**src/rtl/mt_pkg.sv**
```systemverilog
package mt_pkg;
    typedef enum logic [1:0] {
        MODE_FREE     = 2'd0,
        MODE_PERIODIC = 2'd1,
        MODE_ONESHOT  = 2'd2,
        MODE_WATCHDOG = 2'd3
    } mode_e;

    localparam int OFS_COUNT  = 'h0;
    localparam int OFS_CTRL   = 'h8;
    localparam int OFS_STATUS = 'hC;

    localparam int CTRL_W       = 8;
    localparam int CTRL_EN_BIT  = 7;
    localparam int CTRL_MODE_LO = 4;
    localparam int STAT_IRQ_BIT = 0;
    localparam int STAT_WDC_BIT = 1;
endpackage

```
**src/rtl/mt_prescaler.sv**
```systemverilog
module mt_prescaler #(
    parameter int CODE_W = 4,
    localparam int DIV_W = 2 ** CODE_W,
    localparam int LIM_W = DIV_W + 1
) (
    input  logic              clk,
    input  logic              rst_n,
    input  logic              en,
    input  logic              restart,
    input  logic [CODE_W-1:0] code,
    output logic              tick
);
    typedef struct packed {
        logic [DIV_W-1:0] pcnt;
    } pre_s;

    pre_s             st_d, st_q;
    logic [LIM_W-1:0] limit;

    always_comb begin
        limit = (LIM_W'(1) << (32'(code) + 32'd1)) - LIM_W'(1);
        tick  = en && (st_q.pcnt == limit[DIV_W-1:0]);
        st_d  = st_q;
        if (restart || !en || tick) st_d.pcnt = '0;
        else                        st_d.pcnt = st_q.pcnt + 1'b1;
    end

    always_ff @(posedge clk or negedge rst_n) begin
        if (!rst_n) st_q <= '0;
        else        st_q <= st_d;
    end

    // the smallest division is 2, so ticks never come back to back
    a_r3_tick_spacing: assert property (@(posedge clk) disable iff (!rst_n)
        tick |=> !tick);
endmodule

```
**src/rtl/mt_counter.sv**
```systemverilog
module mt_counter
    import mt_pkg::*;
#(
    parameter int CNT_W = 16
) (
    input  logic             clk,
    input  logic             rst_n,
    input  logic             tick,
    input  mode_e            mode,
    input  logic             load_wr,
    input  logic [CNT_W-1:0] load_val,
    output logic [CNT_W-1:0] cnt,
    output logic             expire
);
    typedef struct packed {
        logic [CNT_W-1:0] reload;
        logic [CNT_W-1:0] cnt;
    } ctr_s;

    ctr_s st_d, st_q;

    always_comb begin
        expire = tick && (st_q.cnt == '0);
        st_d   = st_q;
        if (load_wr) begin
            st_d.reload = load_val;
            st_d.cnt    = load_val;
        end else if (expire) begin
            unique case (mode)
                MODE_FREE:     st_d.cnt = '1;
                MODE_PERIODIC: st_d.cnt = st_q.reload;
                MODE_WATCHDOG: st_d.cnt = st_q.reload;
                default:       st_d.cnt = '0;
            endcase
        end else if (tick) begin
            st_d.cnt = st_q.cnt - 1'b1;
        end
    end

    always_ff @(posedge clk or negedge rst_n) begin
        if (!rst_n) st_q <= '0;
        else        st_q <= st_d;
    end

    assign cnt = st_q.cnt;


    a_r4_load_immediate: assert property (@(posedge clk) disable iff (!rst_n)
        load_wr |=> cnt == $past(load_val));

    a_r6_step_down: assert property (@(posedge clk) disable iff (!rst_n)
        (tick && !load_wr && cnt != '0) |=> cnt == $past(cnt) - 1'b1);

    a_r5_hold_without_tick: assert property (@(posedge clk) disable iff (!rst_n)
        (!tick && !load_wr) |=> $stable(cnt));
endmodule

```
**src/rtl/modal_timer.sv**
```systemverilog
module modal_timer
    import mt_pkg::*;
#(
    parameter int ADDR_W = 4,
    parameter int DATA_W = 32,
    parameter int CNT_W  = 16,
    parameter int CODE_W = 4
) (
    input  logic              clk,
    input  logic              por_n,
    input  logic              sys_rst_n,
    input  logic              bus_sel,
    input  logic              bus_wr,
    input  logic [ADDR_W-1:0] bus_addr,
    input  logic [DATA_W-1:0] bus_wdata,
    output logic [DATA_W-1:0] bus_rdata,
    output logic              irq,
    output logic              wdt_rst_req
);
    typedef struct packed {
        logic [CTRL_W-1:0] ctrl;
        logic              irq;
        logic              rst_req;
    } top_s;

    top_s       st_d, st_q;
    logic       cause_d, cause_q;
    logic       core_rst_n;
    logic       wr_count, wr_ctrl, wr_stat;
    logic       en, restart, tick, expire;
    mode_e      mode;
    logic [CNT_W-1:0] cnt;

    assign core_rst_n = por_n & sys_rst_n;
    assign wr_count = bus_sel && bus_wr && (bus_addr == ADDR_W'(OFS_COUNT));
    assign wr_ctrl  = bus_sel && bus_wr && (bus_addr == ADDR_W'(OFS_CTRL));
    assign wr_stat  = bus_sel && bus_wr && (bus_addr == ADDR_W'(OFS_STATUS));
    assign en       = st_q.ctrl[CTRL_EN_BIT];
    assign mode     = mode_e'(st_q.ctrl[CTRL_MODE_LO +: 2]);
    assign restart  = wr_count || (wr_ctrl && bus_wdata[CTRL_EN_BIT] && !en);

    mt_prescaler #(.CODE_W(CODE_W)) u_pre (
        .clk     (clk),
        .rst_n   (core_rst_n),
        .en      (en),
        .restart (restart),
        .code    (st_q.ctrl[CODE_W-1:0]),
        .tick    (tick)
    );

    mt_counter #(.CNT_W(CNT_W)) u_ctr (
        .clk      (clk),
        .rst_n    (core_rst_n),
        .tick     (tick),
        .mode     (mode),
        .load_wr  (wr_count),
        .load_val (bus_wdata[CNT_W-1:0]),
        .cnt      (cnt),
        .expire   (expire)
    );

    always_comb begin
        st_d = st_q;
        if (wr_ctrl)
            st_d.ctrl = bus_wdata[CTRL_W-1:0];
        else if (expire && mode == MODE_ONESHOT)
            st_d.ctrl[CTRL_EN_BIT] = 1'b0;

        if (wr_stat && bus_wdata[STAT_IRQ_BIT]) st_d.irq = 1'b0;
        if (expire && mode != MODE_WATCHDOG)    st_d.irq = 1'b1;

        st_d.rst_req = expire && (mode == MODE_WATCHDOG);

        cause_d = cause_q;
        if (wr_stat && bus_wdata[STAT_WDC_BIT]) cause_d = 1'b0;
        if (expire && mode == MODE_WATCHDOG)    cause_d = 1'b1;
    end

    always_ff @(posedge clk or negedge core_rst_n) begin
        if (!core_rst_n) st_q <= '0;
        else             st_q <= st_d;
    end

    always_ff @(posedge clk or negedge por_n) begin
        if (!por_n) cause_q <= 1'b0;
        else        cause_q <= cause_d;
    end

    always_comb begin
        bus_rdata = '0;
        if (bus_addr == ADDR_W'(OFS_COUNT))
            bus_rdata[CNT_W-1:0] = cnt;
        else if (bus_addr == ADDR_W'(OFS_CTRL))
            bus_rdata[CTRL_W-1:0] = st_q.ctrl;
        else if (bus_addr == ADDR_W'(OFS_STATUS)) begin
            bus_rdata[STAT_IRQ_BIT] = st_q.irq;
            bus_rdata[STAT_WDC_BIT] = cause_q;
        end
    end

    assign irq         = st_q.irq;
    assign wdt_rst_req = st_q.rst_req;


    a_r9_single_pulse: assert property (@(posedge clk) disable iff (!core_rst_n)
        wdt_rst_req |=> !wdt_rst_req);

    a_r9_cause_with_pulse: assert property (@(posedge clk) disable iff (!core_rst_n)
        wdt_rst_req |-> cause_q);

    a_r9_no_irq_from_wd: assert property (@(posedge clk) disable iff (!core_rst_n)
        (expire && mode == MODE_WATCHDOG && !irq) |=> !irq);

    a_r8_oneshot_stops: assert property (@(posedge clk) disable iff (!core_rst_n)
        (expire && mode == MODE_ONESHOT && !wr_ctrl) |=> !en);

    a_r11_irq_level: assert property (@(posedge clk) disable iff (!core_rst_n)
        (irq && !(wr_stat && bus_wdata[STAT_IRQ_BIT])) |=> irq);
endmodule

```
**config.mk**
```make
export PLATFORM = sky130hd
export DESIGN_NAME = modal_timer
export DESIGN_NICKNAME = d
export VERILOG_FILES = /design/src/rtl/mt_pkg.sv /design/src/rtl/mt_prescaler.sv /design/src/rtl/mt_counter.sv /design/src/rtl/modal_timer.sv
export SDC_FILE = /design/constraint.sdc
export NUM_CORES = 1
export LEC_CHECK = 0
export ABC_AREA = 1
export ABC_CLOCK_PERIOD_IN_PS = 2610
export CAP_MARGIN = 20
export CORE_AREA = 5 5 109 111
export DETAILED_ROUTE_END_ITERATION = 7
export DIE_AREA = 0 0 114 116
export GPL_ROUTABILITY_DRIVEN = 0
export PLACE_DENSITY = 0.69
export RECOVER_POWER = 100
export SLEW_MARGIN = 25
export SYNTH_ARGS = -nofsm -noshare
export SYNTH_HDL_FRONTEND = slang
export SYNTH_SLANG_ARGS = --single-unit
```
**constraint.sdc**
```tcl
create_clock -name clk -period 2.61 [get_ports clk]
set_input_delay 0.522 -clock clk [delete_from_list [all_inputs] [get_ports clk]]
set_output_delay 0.522 -clock clk [all_outputs]
set_load 0.005 [all_outputs]
```
==> metrics.md <==
| Metric | Value |
|---|---|
| Total congestion overflow | 0 |
| MaxCap Viol Count | 0 |
| Worst-Skew Late Latency | approximately 330 ps |
| Status | finished with violations |
| Vias | between 4k and 5k |
| Sequential area share after synthesis | a little over a third |
| Yosys warns | 0 |
| Core box area | 0.0107 sq mm |
| Top cells by area, synth | dfrtp_1 (35%), nand2_1 (15%), nor2_1 (7.0%) |
| Unrepaired setup endpoints after global routing | yes |
| Reg2Reg Setup Slack | -70 ps |
| Family with the most delay on the worst path | buffers and inverters |
| Worst EP arrival | ~2200 ps |
| Crit path cell chain | dlygate4sd3_1 > nor2_1 > nand2_2 > nor2_1 > inv_1 > buf_4 > nor2_1 > dlygate4sd2_1 |
| Hold Vio Cnt, Final | 0 |
| GRT Total Usage | about 18% |
| Gr busiest metal | met2 |
| Met1 Track Usage GR | 22.7% |
| Synth cell types | 36 |
| Starting DRC count in detailed routing | ~230 |
| Post-DP HPWL | 8.92 mm |
| WL/cell | between 10 and 15 um |
| Setup-failing EPs final | 39 |
| Vias/cell | between 5 and 6 |
| Initial core utilization | around 40% |
| Cell Pwr Density | 559 mW/mm^2 |
| Clk slew on worst S/H paths | ~60 ps |
| Peak supply drop | approximately 300 uV |
| Clk sinks | 59 |
| Vias in the first global route | 4195 |
| Dominant cell type by area after synthesis | dfrtp_1 |
| Failing checks | negative setup slack |
| # nets final | ~750 |
| Peak Freq | ~370 MHz |
| CTS Hold Buffers Added | 0 |
| Clk root buf | clkbuf_8 |
| Tot Pwr | about 3 mW |
| Slew Viols, Final | 0 |
| Commonest non-fill, non-tap cell in the layout | nand2_1 |
| Area delta synth->final | 26.2% |
| Worst clock skew | 9.59 ps |
| Rel. slew slack | around 44% |
| Tmin final | 2720 ps |
| Max stage delay cell, worst path | dlygate4sd3_1 |
| Slew @ Worst Pin | about 850 ps |
| Die Ht | approximately 120 um |
| Fin worst setup slack | -108 ps |
| Critical path class | input port to output port |
| # H-tree levels | 3 |
| I/O pin cnt | 75 |
| Fraction of layout cells with a size suffix above 1 | between 10% and 20% |
| CTS buffer count | 9 |
| Worst Setup Start Kind | input port |
| Antenna Nets Post-Route | 0 |
| Antenna violations before repair | 0 |
| Worst path required time | between 2000 and 2500 ps |
| CP peak stage delay | between 500 and 600 ps |
| Yosys top cell area share | approximately a third |
| Mapped Avg Cell Area | approximately 6.7 sq um |
| Worst Path Buf+Inv | 4 |
| Diodes inserted | 0 |
| Post-Syn Area | around 0.0042 sq mm |
| CP most frequent cell | nor2_1 |
| Residual DRC count | 0 |
| Hold/Removal Path Class | input port to async pin |
| Die Area | about 0.013 sq mm |
| Port Buf Inserts | 42 |
| Cells after Synth | around 630 |
| CTS max path bufs | 2 |
| Crit end category | output port |
| Pin count of the biggest net entering global routing | 38 |
| Yosys reg bits | just under 60 |
| Critical Path Fanout Max | 8 |
| Final cycle utilization of the critical path | 104% |
| GR Util met2 | 32.2% |
| Leak Pwr | ~2.7 nW |
| Post-Route WL | between 10 and 15 mm |
| Commonest non-fill, non-tap cells in the layout | nand2_1 (169), inv_1 (72), nor2_1 (65) |
| Die W | 114 um |
| # rows | 38 |
| Drt pass-1 iters | 5 |
| Post-Place Worst Slack | -168 ps |
| Met3 usage | around 2.2% |
| CTS tree | built |
| First-pass GRT wire length | about 20 mm |
## worst register-to-register path, delay by kind of cell (launching register included)
kind / cells / cell delay [ps]
and+or+nand+nor: 14 / 1530
DFF: 1 / 380
adders and majority gates: 1 / 330
buffers and inverters: 2 / 250
AOI/OAI and AO/OA: 1 / 110
## per-stage QoR
stage          setup TNS, ps  utilization [%]  cell area, sq um  hold WS (ps)  std cells
2_1_floorplan              0                -              4270           226        648
3_3_place_gp           -2660             46.6              4980           454        830
3_5_place_dp           -3200             46.6              4980           460        830
4_1_cts                    0             48.5              5180           335        848
5_1_grt               -10590             49.7              5320           408        849
6_report               -1690             49.7              5320           412        849
## cells by family after synthesis
| kind of cell | share of synthesized area [%] |
|---|---|
| and+or+nand+nor | 38.5 |
| buffers and inverters | 12.2 |
| AOI/OAI and AO/OA | 9.80 |
| DFF | 35.0 |
| xor gates and xnor gates | 3.12 |
| adders and majority gates | 0.891 |
| other | 0.178 |
| muxes | 0.267 |
## per-layer routing
metal  wire length (um)  vias to the layer above
met1               5150                     2035
met3                465                       21
met4                226                        0
li1                   -                     2162
met5                  0                        -
met2               5980                      114
## cell usage after synthesis (all sizes together)
master	n
a21oi	37
nand2	173
inv	79
nor3	9
clkbuf	12
nand3	48
o221ai	2
o21ai	32
nor3b	10
nor2	85
dfrtp	59
nand3b	2
conb	2
o211ai	3
nor4	5
o22ai	3
nand4	27
mux2	1
ha	3
xor2	15
clkinv	1
a22o	1
buf	24
## final timing paths
kind                           startpoint        endpoint  depth (start not counted)
setup / recovery              bus_addr[0]    bus_rdata[8]                          8
hold / removal                      por_n         cause_q                          1
setup reg to reg                  st_q[2]   u_ctr.cnt[11]                         18
hold reg to reg            u_ctr.st_q[19]  u_ctr.st_q[19]                          2
max in group asynchronous           por_n   u_ctr.cnt[11]                          4
min in group clk           u_ctr.st_q[19]  u_ctr.st_q[19]                          2
## sequential cells by signal (all words and copies together) (netlist names)
signal	cells
wdt_rst_req	1
irq	1
mode	2
u_ctr.cnt	16
u_pre.st_q	16
u_ctr.st_q	16
st_q	5
cause_q	1
en	1
## repair_timing
item / in CTS / in global routing
pin swaps: 2 / 26
setup endpoints to repair: 35 / 40
setup buffers: 2 / 2
gates cloned: 1 / 0
gates resized for setup: 21 / 55
## cell type report
class	count	area (sq um)
Fill cell	1060	5380
Multi-Input combinational cell	474	2450
Sequential cell	59	1480
Timing Repair Buffer	81	754
Inverter	80	303
Tap cell	140	175
Clock buffer	12	145
Clock inverter	3	15.0
## report_power, final
group / internal (mW) / switching, mW / total (mW)
combinational: 0.402 / 0.636 / 1.04
clock: 0.361 / 0.349 / 0.710
sequential: 1.07 / 0.155 / 1.23
Note: power is estimated with default switching activity, not from simulation.
